### config.mk
export PLATFORM = sky130hd
export DESIGN_NAME = blkvid_timing
export DESIGN_NICKNAME = d
export VERILOG_FILES = /design/src/rtl/blkvid_pkg.sv /design/src/rtl/blkvid_seq.sv /design/src/rtl/blkvid_addr.sv /design/src/rtl/blkvid_flash.sv /design/src/rtl/blkvid_timing.sv
export SDC_FILE = /design/constraint.sdc
export NUM_CORES = 1
export LEC_CHECK = 0
export BUFFER_PORTS_ARGS = -buffer_cell sky130_fd_sc_hd__buf_2
export CORE_ASPECT_RATIO = 0.8
export CORE_UTILIZATION = 45
export DETAILED_ROUTE_END_ITERATION = 6
export HOLD_SLACK_MARGIN = 0.06
export PLACE_DENSITY = 0.75
export RECOVER_POWER = 50
export SKIP_LAST_GASP = 1
export SLEW_MARGIN = 20
export SYNTH_ARGS = -nofsm -noshare
export SYNTH_HDL_FRONTEND = slang
export SYNTH_HIERARCHICAL = 1
export SYNTH_SLANG_ARGS = --single-unit
### constraint.sdc
create_clock -name clk -period 8.6 [get_ports clk]
set_input_delay 0.86 -clock clk [delete_from_list [all_inputs] [get_ports clk]]
set_output_delay 0.86 -clock clk [all_outputs]
set_load 0.1 [all_outputs]
### src/rtl/blkvid_pkg.sv
`timescale 1ns/1ps
package blkvid_pkg;
  // Width of every programmable timing register.
  localparam int unsigned REG_W = 7;

  typedef logic [REG_W-1:0] vreg_t;

  // Geometry and mode bits, sampled once per block.
  typedef struct packed {
    vreg_t frame_blks;
    vreg_t scr_first_blk;
    vreg_t scr_end_blk;
    vreg_t irq_blk;
    vreg_t blk_lines;
    vreg_t line_slots;
    vreg_t scr_first_slot;
    vreg_t scr_end_slot;
    logic  interleave;
    logic  legacy_flash;
  } tcfg_t;

  // True when cnt is the last value of a 0..lim-1 count (lim of 0 acts as 1).
  function automatic logic at_limit(input vreg_t cnt, input vreg_t lim);
    return ({1'b0, cnt} + {{REG_W{1'b0}}, 1'b1}) >= {1'b0, lim};
  endfunction
endpackage

### src/rtl/blkvid_seq.sv
`timescale 1ns/1ps
module blkvid_seq
  import blkvid_pkg::*;
(
  input  logic  clk,
  input  logic  rst,
  input  tcfg_t cfg,
  output logic  run,
  output tcfg_t eff,
  output logic  nx_frame,
  output logic  nx_blk,
  output logic  nx_line,
  output logic  nx_scr,
  output vreg_t blk_q,
  output vreg_t line_q,
  output vreg_t slot_q,
  output logic  vsync_q,
  output logic  hsync_q,
  output logic  scr_q,
  output logic  irq_q
);
  logic  run_q;
  tcfg_t shadow_q;
  vreg_t nb, nl, ns;

  // Position of the slot that the next clock edge opens.
  always_comb begin
    nb = blk_q;
    nl = line_q;
    ns = slot_q;
    if (!run_q) begin
      nb = '0;
      nl = '0;
      ns = '0;
    end else if (at_limit(slot_q, shadow_q.line_slots)) begin
      ns = '0;
      if (at_limit(line_q, shadow_q.blk_lines)) begin
        nl = '0;
        nb = at_limit(blk_q, shadow_q.frame_blks) ? '0 : blk_q + vreg_t'(1);
      end else begin
        nl = line_q + vreg_t'(1);
      end
    end else begin
      ns = slot_q + vreg_t'(1);
    end
  end

  assign nx_line  = (ns == '0);
  assign nx_blk   = nx_line && (nl == '0);
  assign nx_frame = nx_blk && (nb == '0);
  // A block's first slot already obeys the freshly sampled settings.
  assign eff      = nx_blk ? cfg : shadow_q;
  assign nx_scr   = (nb >= eff.scr_first_blk) && (nb < eff.scr_end_blk) &&
                    (ns >= eff.scr_first_slot) && (ns < eff.scr_end_slot);
  assign run      = run_q;

  always_ff @(posedge clk) begin
    if (rst) begin
      run_q    <= 1'b0;
      shadow_q <= '0;
      blk_q    <= '0;
      line_q   <= '0;
      slot_q   <= '0;
      vsync_q  <= 1'b0;
      hsync_q  <= 1'b0;
      scr_q    <= 1'b0;
      irq_q    <= 1'b0;
    end else begin
      run_q    <= 1'b1;
      shadow_q <= eff;
      blk_q    <= nb;
      line_q   <= nl;
      slot_q   <= ns;
      vsync_q  <= nx_frame;
      hsync_q  <= nx_line;
      scr_q    <= nx_scr;
      irq_q    <= nx_blk && (nb == eff.irq_blk);
    end
  end
endmodule

### src/rtl/blkvid_addr.sv
`timescale 1ns/1ps
module blkvid_addr #(
  parameter int unsigned ADDR_W  = 14,
  parameter int unsigned SWAP_LO = 5,
  parameter int unsigned SWAP_N  = 3
) (
  input  logic              clk,
  input  logic              rst,
  input  logic              nx_frame,
  input  logic              nx_blk,
  input  logic              nx_line,
  input  logic              nx_scr,
  input  logic              interleave,
  input  logic [ADDR_W-1:0] pix_base,
  input  logic [ADDR_W-1:0] attr_base,
  output logic [ADDR_W-1:0] pix_addr_q,
  output logic [ADDR_W-1:0] attr_addr_q
);
  localparam int unsigned HI_LO  = SWAP_LO + SWAP_N;
  localparam int unsigned HI_END = SWAP_LO + 2 * SWAP_N;

  logic [ADDR_W-1:0] pix_ptr_q, attr_ptr_q, attr_blk_q;
  logic [ADDR_W-1:0] pcur, pswap, acur;

  // Linear address used by the slot being opened.
  assign pcur = nx_frame ? pix_base : pix_ptr_q;

  always_comb begin
    if (nx_frame)     acur = attr_base;
    else if (nx_blk)  acur = attr_ptr_q;
    else if (nx_line) acur = attr_blk_q;
    else              acur = attr_ptr_q;
  end

  // Bit reorder for the legacy interleave: two equal fields trade places.
  for (genvar i = 0; i < ADDR_W; i++) begin : g_map
    if (i >= SWAP_LO && i < HI_LO) begin : g_low
      assign pswap[i] = pcur[i + SWAP_N];
    end else if (i >= HI_LO && i < HI_END) begin : g_high
      assign pswap[i] = pcur[i - SWAP_N];
    end else begin : g_keep
      assign pswap[i] = pcur[i];
    end
  end

  always_ff @(posedge clk) begin
    if (rst) begin
      pix_ptr_q   <= '0;
      attr_ptr_q  <= '0;
      attr_blk_q  <= '0;
      pix_addr_q  <= '0;
      attr_addr_q <= '0;
    end else begin
      pix_ptr_q   <= nx_scr ? pcur + ADDR_W'(1) : pcur;
      attr_ptr_q  <= nx_scr ? acur + ADDR_W'(1) : acur;
      if (nx_blk) attr_blk_q <= acur;
      pix_addr_q  <= interleave ? pswap : pcur;
      attr_addr_q <= acur;
    end
  end
endmodule

### src/rtl/blkvid_flash.sv
`timescale 1ns/1ps
module blkvid_flash #(
  parameter int unsigned FLASH_LOG2 = 4,
  parameter int unsigned INK_W      = 3
) (
  input  logic                 clk,
  input  logic                 rst,
  input  logic                 run,
  input  logic                 nx_frame,
  input  logic                 legacy,
  input  logic [2*INK_W+1:0]   attr_in,
  output logic                 phase_q,
  output logic [2*INK_W+1:0]   attr_q
);
  localparam int unsigned ATTR_W = 2 * INK_W + 2;
  localparam int unsigned CNT_W  = FLASH_LOG2 + 1;

  logic [CNT_W-1:0] frm_q, frm_n;
  logic             phase_n;
  logic [INK_W-1:0] ink, paper, ink_n, paper_n;

  // The very first frame after reset is frame 0 and is not counted.
  assign frm_n   = (run && nx_frame) ? frm_q + CNT_W'(1) : frm_q;
  assign phase_n = frm_n[CNT_W-1];
  assign ink     = attr_in[INK_W-1:0];
  assign paper   = attr_in[2*INK_W-1:INK_W];

  always_comb begin
    ink_n   = ink;
    paper_n = paper;
    if (attr_in[ATTR_W-1] && phase_n) begin
      ink_n   = paper;
      paper_n = legacy ? ink : paper;
    end
  end

  always_ff @(posedge clk) begin
    if (rst) begin
      frm_q   <= '0;
      phase_q <= 1'b0;
      attr_q  <= '0;
    end else begin
      frm_q   <= frm_n;
      phase_q <= phase_n;
      attr_q  <= {attr_in[ATTR_W-1:2*INK_W], paper_n, ink_n};
    end
  end
endmodule

### src/rtl/blkvid_timing.sv
`timescale 1ns/1ps
module blkvid_timing
  import blkvid_pkg::*;
#(
  parameter int unsigned ADDR_W     = 14,
  parameter int unsigned FLASH_LOG2 = 4,
  parameter int unsigned INK_W      = 3,
  parameter int unsigned SWAP_LO    = 5,
  parameter int unsigned SWAP_N     = 3
) (
  input  logic                 clk,
  input  logic                 rst,
  input  logic [REG_W-1:0]     cfg_frame_blks,
  input  logic [REG_W-1:0]     cfg_scr_first_blk,
  input  logic [REG_W-1:0]     cfg_scr_end_blk,
  input  logic [REG_W-1:0]     cfg_irq_blk,
  input  logic [REG_W-1:0]     cfg_blk_lines,
  input  logic [REG_W-1:0]     cfg_line_slots,
  input  logic [REG_W-1:0]     cfg_scr_first_slot,
  input  logic [REG_W-1:0]     cfg_scr_end_slot,
  input  logic                 cfg_interleave,
  input  logic                 cfg_legacy_flash,
  input  logic [ADDR_W-1:0]    cfg_pix_base,
  input  logic [ADDR_W-1:0]    cfg_attr_base,
  input  logic [2*INK_W+1:0]   attr_in,
  output logic                 vid_vsync,
  output logic                 vid_hsync,
  output logic                 vid_active,
  output logic                 cpu_irq,
  output logic [REG_W-1:0]     pos_blk,
  output logic [REG_W-1:0]     pos_line,
  output logic [REG_W-1:0]     pos_slot,
  output logic [ADDR_W-1:0]    pix_addr,
  output logic [ADDR_W-1:0]    attr_addr,
  output logic [2*INK_W+1:0]   attr_out,
  output logic                 flash_phase
);
  tcfg_t cfg, eff;
  logic  run, nx_frame, nx_blk, nx_line, nx_scr;

  always_comb begin
    cfg.frame_blks     = cfg_frame_blks;
    cfg.scr_first_blk  = cfg_scr_first_blk;
    cfg.scr_end_blk    = cfg_scr_end_blk;
    cfg.irq_blk        = cfg_irq_blk;
    cfg.blk_lines      = cfg_blk_lines;
    cfg.line_slots     = cfg_line_slots;
    cfg.scr_first_slot = cfg_scr_first_slot;
    cfg.scr_end_slot   = cfg_scr_end_slot;
    cfg.interleave     = cfg_interleave;
    cfg.legacy_flash   = cfg_legacy_flash;
  end

  blkvid_seq u_seq (
    .clk      (clk),
    .rst      (rst),
    .cfg      (cfg),
    .run      (run),
    .eff      (eff),
    .nx_frame (nx_frame),
    .nx_blk   (nx_blk),
    .nx_line  (nx_line),
    .nx_scr   (nx_scr),
    .blk_q    (pos_blk),
    .line_q   (pos_line),
    .slot_q   (pos_slot),
    .vsync_q  (vid_vsync),
    .hsync_q  (vid_hsync),
    .scr_q    (vid_active),
    .irq_q    (cpu_irq)
  );

  blkvid_addr #(
    .ADDR_W  (ADDR_W),
    .SWAP_LO (SWAP_LO),
    .SWAP_N  (SWAP_N)
  ) u_addr (
    .clk         (clk),
    .rst         (rst),
    .nx_frame    (nx_frame),
    .nx_blk      (nx_blk),
    .nx_line     (nx_line),
    .nx_scr      (nx_scr),
    .interleave  (eff.interleave),
    .pix_base    (cfg_pix_base),
    .attr_base   (cfg_attr_base),
    .pix_addr_q  (pix_addr),
    .attr_addr_q (attr_addr)
  );

  blkvid_flash #(
    .FLASH_LOG2 (FLASH_LOG2),
    .INK_W      (INK_W)
  ) u_flash (
    .clk      (clk),
    .rst      (rst),
    .run      (run),
    .nx_frame (nx_frame),
    .legacy   (eff.legacy_flash),
    .attr_in  (attr_in),
    .phase_q  (flash_phase),
    .attr_q   (attr_out)
  );
endmodule

==> metrics.txt, run 1 <==
hold path depth 2; worst-path maximum fanout 19; post-cts resize count 0; syn_nets between 1000 and 1500; hold_sp u_flash/frm_q[1]; Placer Congestion just over 0.9; routed wire length just over 20000 µm; CP max stage cell clkbuf_1; PortBufs between 150 and 200; layout cell share with drive strength beyond 1 17.6%; Max-cap violations 2; GRT Util Overall a little over a fifth; f_max roughly 140 MHz; CTS hold repair buffers 0; Critical R2R Capture u_addr/pix_ptr_q[13]; Leak between 4 and 5 nW; FILL cells between 1500 and 2000; worst reg2reg startpoint u_seq/line_q[0]; Final #Nets 1217; worst slew pin tran approximately 3.3 ns; Rel. slew slack -120%; Longest Clk Path Bufs 2; worst min path class flop to flop; final hold violation count 0; clk sinks between 150 and 200; outcome complete, but fails checks; Yosys warning count 6; TritonCTS buffer count 17; via count roughly 7000; Tcrit/Tclk final a little over four fifths; Area Growth Syn to Fin 18.1%; Syn Std Cell Area approximately 8500 µm²; CORE AREA 18300 µm²; final worst slack between 1 and 1.5 ns; routed wire length per instance 15.1 µm; Die Width 155 µm; Peak VDD IR approximately 0.00020 V; Buf/Inv on CP 3; Post-CTS Setup Inserts 0; row cnt 44; Mapped Avg Cell Area approximately 9 µm²; clk_lat worst skew about 0.43 ns; initial antenna violation count 1; CP endpoint kind flop; clock slew at reported path FFs approximately 0.070 ns; WS Path Type flop to flop; Total Negative Setup Slacks 0 ns; failing checks capacitance limit, slew limit; Mapped Cells 921; Initial Utilization 46.4%; initial DRC count 517; CTS tree yes; DP Worst Slack ~1.9 ns; CTS root buffer clkbuf_16; vias in the first global route around 6500; I/O pins approximately 160; global-route wire length before repair 32700 µm; Die Area around 19000 µm²; CP top delay family simple AND/OR/NAND/NOR gates; PD cells around 390 nW/µm²; R2R cell count 29; overflow left after global routing 0; Tmin final 7.23 ns; RSZ-0062 raised after global routing no; Critical Path Source Type flop; Req. time, crit path around 8.9 ns; CP arrival around 7.6 ns; hpwl dp 14600 µm; Die Y about 120 µm; PnR Total Power between 3 and 4 mW; Final ANT Viol Nets 0; # DRC 0; via/cell ratio approximately 5.3; R2R setup slack 1.37 ns; H-tree levels 4; CP peak stage delay between 0.7 and 0.8 ns; Setup violations, final 0; final slew viol count 126; Initial DRT Pass Iterations 5; pin count of the biggest net entering global routing 77; clock skew ~0.011 ns; hold endpoint u_flash/frm_q[1]
worst max-delay path by stage:
| stage | startpoint | endpoint | slack, ns | depth (start not counted) |
|---|---|---|---|---|
| floorplan | u_seq/line_q[0] | u_addr/pix_ptr_q[13] | 1.70 | 30 |
| global placement | u_seq/line_q[0] | u_addr/pix_ptr_q[13] | 2.13 | 28 |
| detailed placement | u_seq/line_q[0] | u_addr/pix_ptr_q[13] | 1.88 | 28 |
| CTS | u_seq/line_q[0] | u_addr/pix_ptr_q[13] | 1.80 | 28 |
| global route | u_seq/line_q[0] | u_addr/pix_ptr_q[13] | 0.78 | 29 |
| finish | u_seq/line_q[0] | u_addr/pix_ptr_q[13] | 1.37 | 29 |
area by class of cell:
class                           instances  area, µm²  share of cell area, %
Antenna cell                            1       2.50                 0.0250
Clock buffer                           18        439                   4.39
Clock inverter                         14        214                   2.14
Inverter                               47        176                   1.76
Multi-Input combinational cell        670       4780                   47.7
Sequential cell                       165       3300                   33.0
Tap cell                              253        317                   3.16
Timing Repair Buffer                  167        783                   7.82
per-layer routing:
metal	wire length [µm]	global-route usage, %	up-vias
li1	-	-	3522
met3	1040	4.70	31
met2	8580	31.1	210
met5	0	0	-
met4	463	8.30	0
met1	10100	30.0	3248
tightest hold or removal path, delay by kind of cell (launching register included):
kind | cells | cell delay (ns)
simple gates | 1 | 0.06
flops | 1 | 0.33
compound gates | 1 | 0.05
stage by stage:
| stage | std cells | util, % | cell area (µm²) | hold slack [ns] |
|---|---|---|---|---|
| 2_1_floorplan | 921 | - | 8470 | 0.451 |
| 3_3_place_gp | 1302 | 51.7 | 9450 | 0.466 |
| 3_5_place_dp | 1302 | 51.7 | 9450 | 0.471 |
| 4_1_cts | 1334 | 55.3 | 10100 | 0.481 |
| 5_1_grt | 1335 | 54.8 | 10000 | 0.513 |
| 6_report | 1335 | 54.8 | 10000 | 0.478 |
registers in the layout, indices dropped and copies added, names as in the netlist:
signal / count
u_addr/attr_addr_q: 14
u_addr/attr_blk_q: 14
u_addr/attr_ptr_q: 14
u_addr/pix_addr_q: 14
u_addr/pix_ptr_q: 14
u_flash/attr_q: 8
u_flash/frm_q: 5
u_seq/blk_q: 7
u_seq/hsync_q: 1
u_seq/irq_q: 1
u_seq/line_q: 7
u_seq/run: 1
u_seq/scr_q: 1
u_seq/shadow_q: 56
u_seq/slot_q: 7
u_seq/vsync_q: 1
layout by cell type (no fill, tap or decap), types with 19 or more instances in the layout:
cell	n
dfxtp_1	165
ha_1	53
buf_2	94
a21oi_1	33
nand2_1	54
inv_1	45
nand3_1	31
o21ai_0	29
nor2b_1	19
and2_1	21
clkbuf_1	66
mux2i_1	62
nor2_1	132
power by group:
group	leakage (nW)	total, mW	switching (mW)	internal (mW)
Clock	0.317	0.840	0.335	0.504
Sequential	1.36	1.06	0.0782	0.986
Combinational	2.81	2.00	1.35	0.649
Note: power is estimated with default switching activity, not from simulation.
==> run 2: changes to the inputs <==
- PLACE_DENSITY: 0.75 -> 0.77
- clock period: 8.6 -> 6.2 ns (I/O delays scaled with it)
==> metrics.txt, run 2 (synthesis results as in run 1) <==
DP Worst Slack between 0.1 and 0.15 ns; Initial Utilization between 40% and 50%; CP arrival between 6 and 7 ns; Die Y between 100 and 150 µm; global-route wire length before repair 32700 µm; vias in the first global route ~6600; CP endpoint kind flop; commonest cells after routing, fill and taps aside 152 x dfxtp_1, 130 x nor2_1, 94 x buf_2, 64 x clkbuf_1, 62 x mux2i_1; CTS hold repair buffers 0; routed wire length 20600 µm; FILL cells about 1700; f_max 170 MHz; Buf/Inv on CP 5; PD cells about 530 nW/µm²; Non-Filler Instances between 1000 and 1500; PortBufs approximately 160; via count 7045; Tcrit/Tclk final 94.9%; worst-path maximum fanout 10; Peak VDD IR roughly 0.00025 V; Longest Clk Path Bufs 2; worst slew pin tran approximately 2.3 ns; Max-cap violations 1; worst min path class input pin to flop; antenna cells 0; failing checks capacitance limit, slew limit; Req. time, crit path ~6.5 ns; clock slew at reported path FFs around 0.060 ns; row cnt 44; Largest Register u_seq/shadow_q; Die Area slightly below 20000 µm²; TritonCTS buffer count 17; CP top delay family compound AO/OA/AOI/OAI gates; Setup violations, final 0; CORE AREA approximately 18000 µm²; hpwl dp 14900 µm; pin count of the biggest net entering global routing slightly below 80; Placer Congestion between 0.8 and 0.9; clock skew around 0.0063 ns; H-tree levels 4; overflow left after global routing 0; CTS tree yes; via/cell ratio about 5.2; clk sinks between 150 and 200; max reg flops 56; final hold violation count 0; Initial DRT Pass Iterations 5; WS Path Type flop to flop; layout cell share with drive strength beyond 1 between 20% and 30%; initial DRC count roughly 460; Core Util, Final ~56%; Die Width 155 µm; Critical Path Source Type flop; most common cell after layout, fill and taps aside dfxtp_1; clk_lat worst skew between 0.4 and 0.5 ns; # DRC 0; CP max stage cell dfxtp_4; R2R setup slack roughly 0.31 ns; outcome complete, but fails checks; routed wire length per instance around 15 µm; final worst slack about 0.31 ns; GRT Util Overall 21.2%; PnR Total Power approximately 5.4 mW; Total Negative Setup Slacks 0 ns; sequential cell area around 3300 µm²; Final ANT Viol Nets 0; Rel. slew slack -51.7%; Cells after DPL approximately 1300; Tmin final 5.89 ns; Final #Nets ~1200; initial antenna violation count 0; CTS root buffer clkbuf_16; Leak around 4.6 nW; multi-input logic area around 5000 µm²; CP peak stage delay 0.41 ns; Area Growth Syn to Fin 20.7%; I/O pins approximately 160; final slew viol count ~50
run 2: cell types whose count changed in the layout (fill, tap and decap cells not counted), moves of 3 or more:
cell       delta
bufinv_16     -3
clkinv_2      +3
inv_8         -3
clkinv_1      +3
dfxtp_1      -13
dfxtp_2       +6
dfxtp_4       +7
and2_1       +12
buf_4        +17
and2_0       -12
nor4_2        +4
nor4_1        -4
run 2: worst paths after layout:
path | from | end | cells after the start
max | u_seq/slot_q[0] | u_addr/pix_ptr_q[8] | 29
min | attr_in[6] | u_flash/attr_q[6] | 2
max reg2reg | u_seq/slot_q[0] | u_addr/pix_ptr_q[8] | 29
min reg2reg | u_flash/frm_q[1] | u_flash/frm_q[1] | 2
run 2: metrics by stage:
stage          hold WS, ns  area, µm²
2_1_floorplan        0.451       8520
3_3_place_gp         0.465       9540
4_1_cts              0.390      10100
6_report             0.412      10200
3_5_place_dp         0.472       9540
5_1_grt              0.431      10200
run 2: power breakdown:
group          internal, mW  switching (mW)  total [mW]  leakage [nW]
Combinational         0.986            1.92        2.91          2.92
Clock                 0.573           0.438        1.01         0.271
Sequential             1.37           0.111        1.48          1.37
run 2: repair_timing:
item | CTS | global route
endpoints found under the setup margin | 0 | 23
setup buffers | 0 | 9
resized for setup | 0 | 22
run 2: area by class of cell:
cell class                 instances  share of cell area [%]
multi-input combinational        670                    48.0
sequential                       165                    32.6
timing repair buffer             183                    9.10
clock buffer                      19                    4.44
tap                              253                    3.09
inverter                          47                    1.72
clock inverter                    13                    1.04
run 2: layer usage:
| metal | routed length, µm | track usage (%) | vias to the layer above |
|---|---|---|---|
| li1 | - | - | 3549 |
| met1 | 10300 | 30.2 | 3239 |
| met2 | 8910 | 32.0 | 234 |
| met3 | 1190 | 4.07 | 23 |
| met4 | 289 | 6.63 | 0 |
| met5 | 0 | 0 | - |
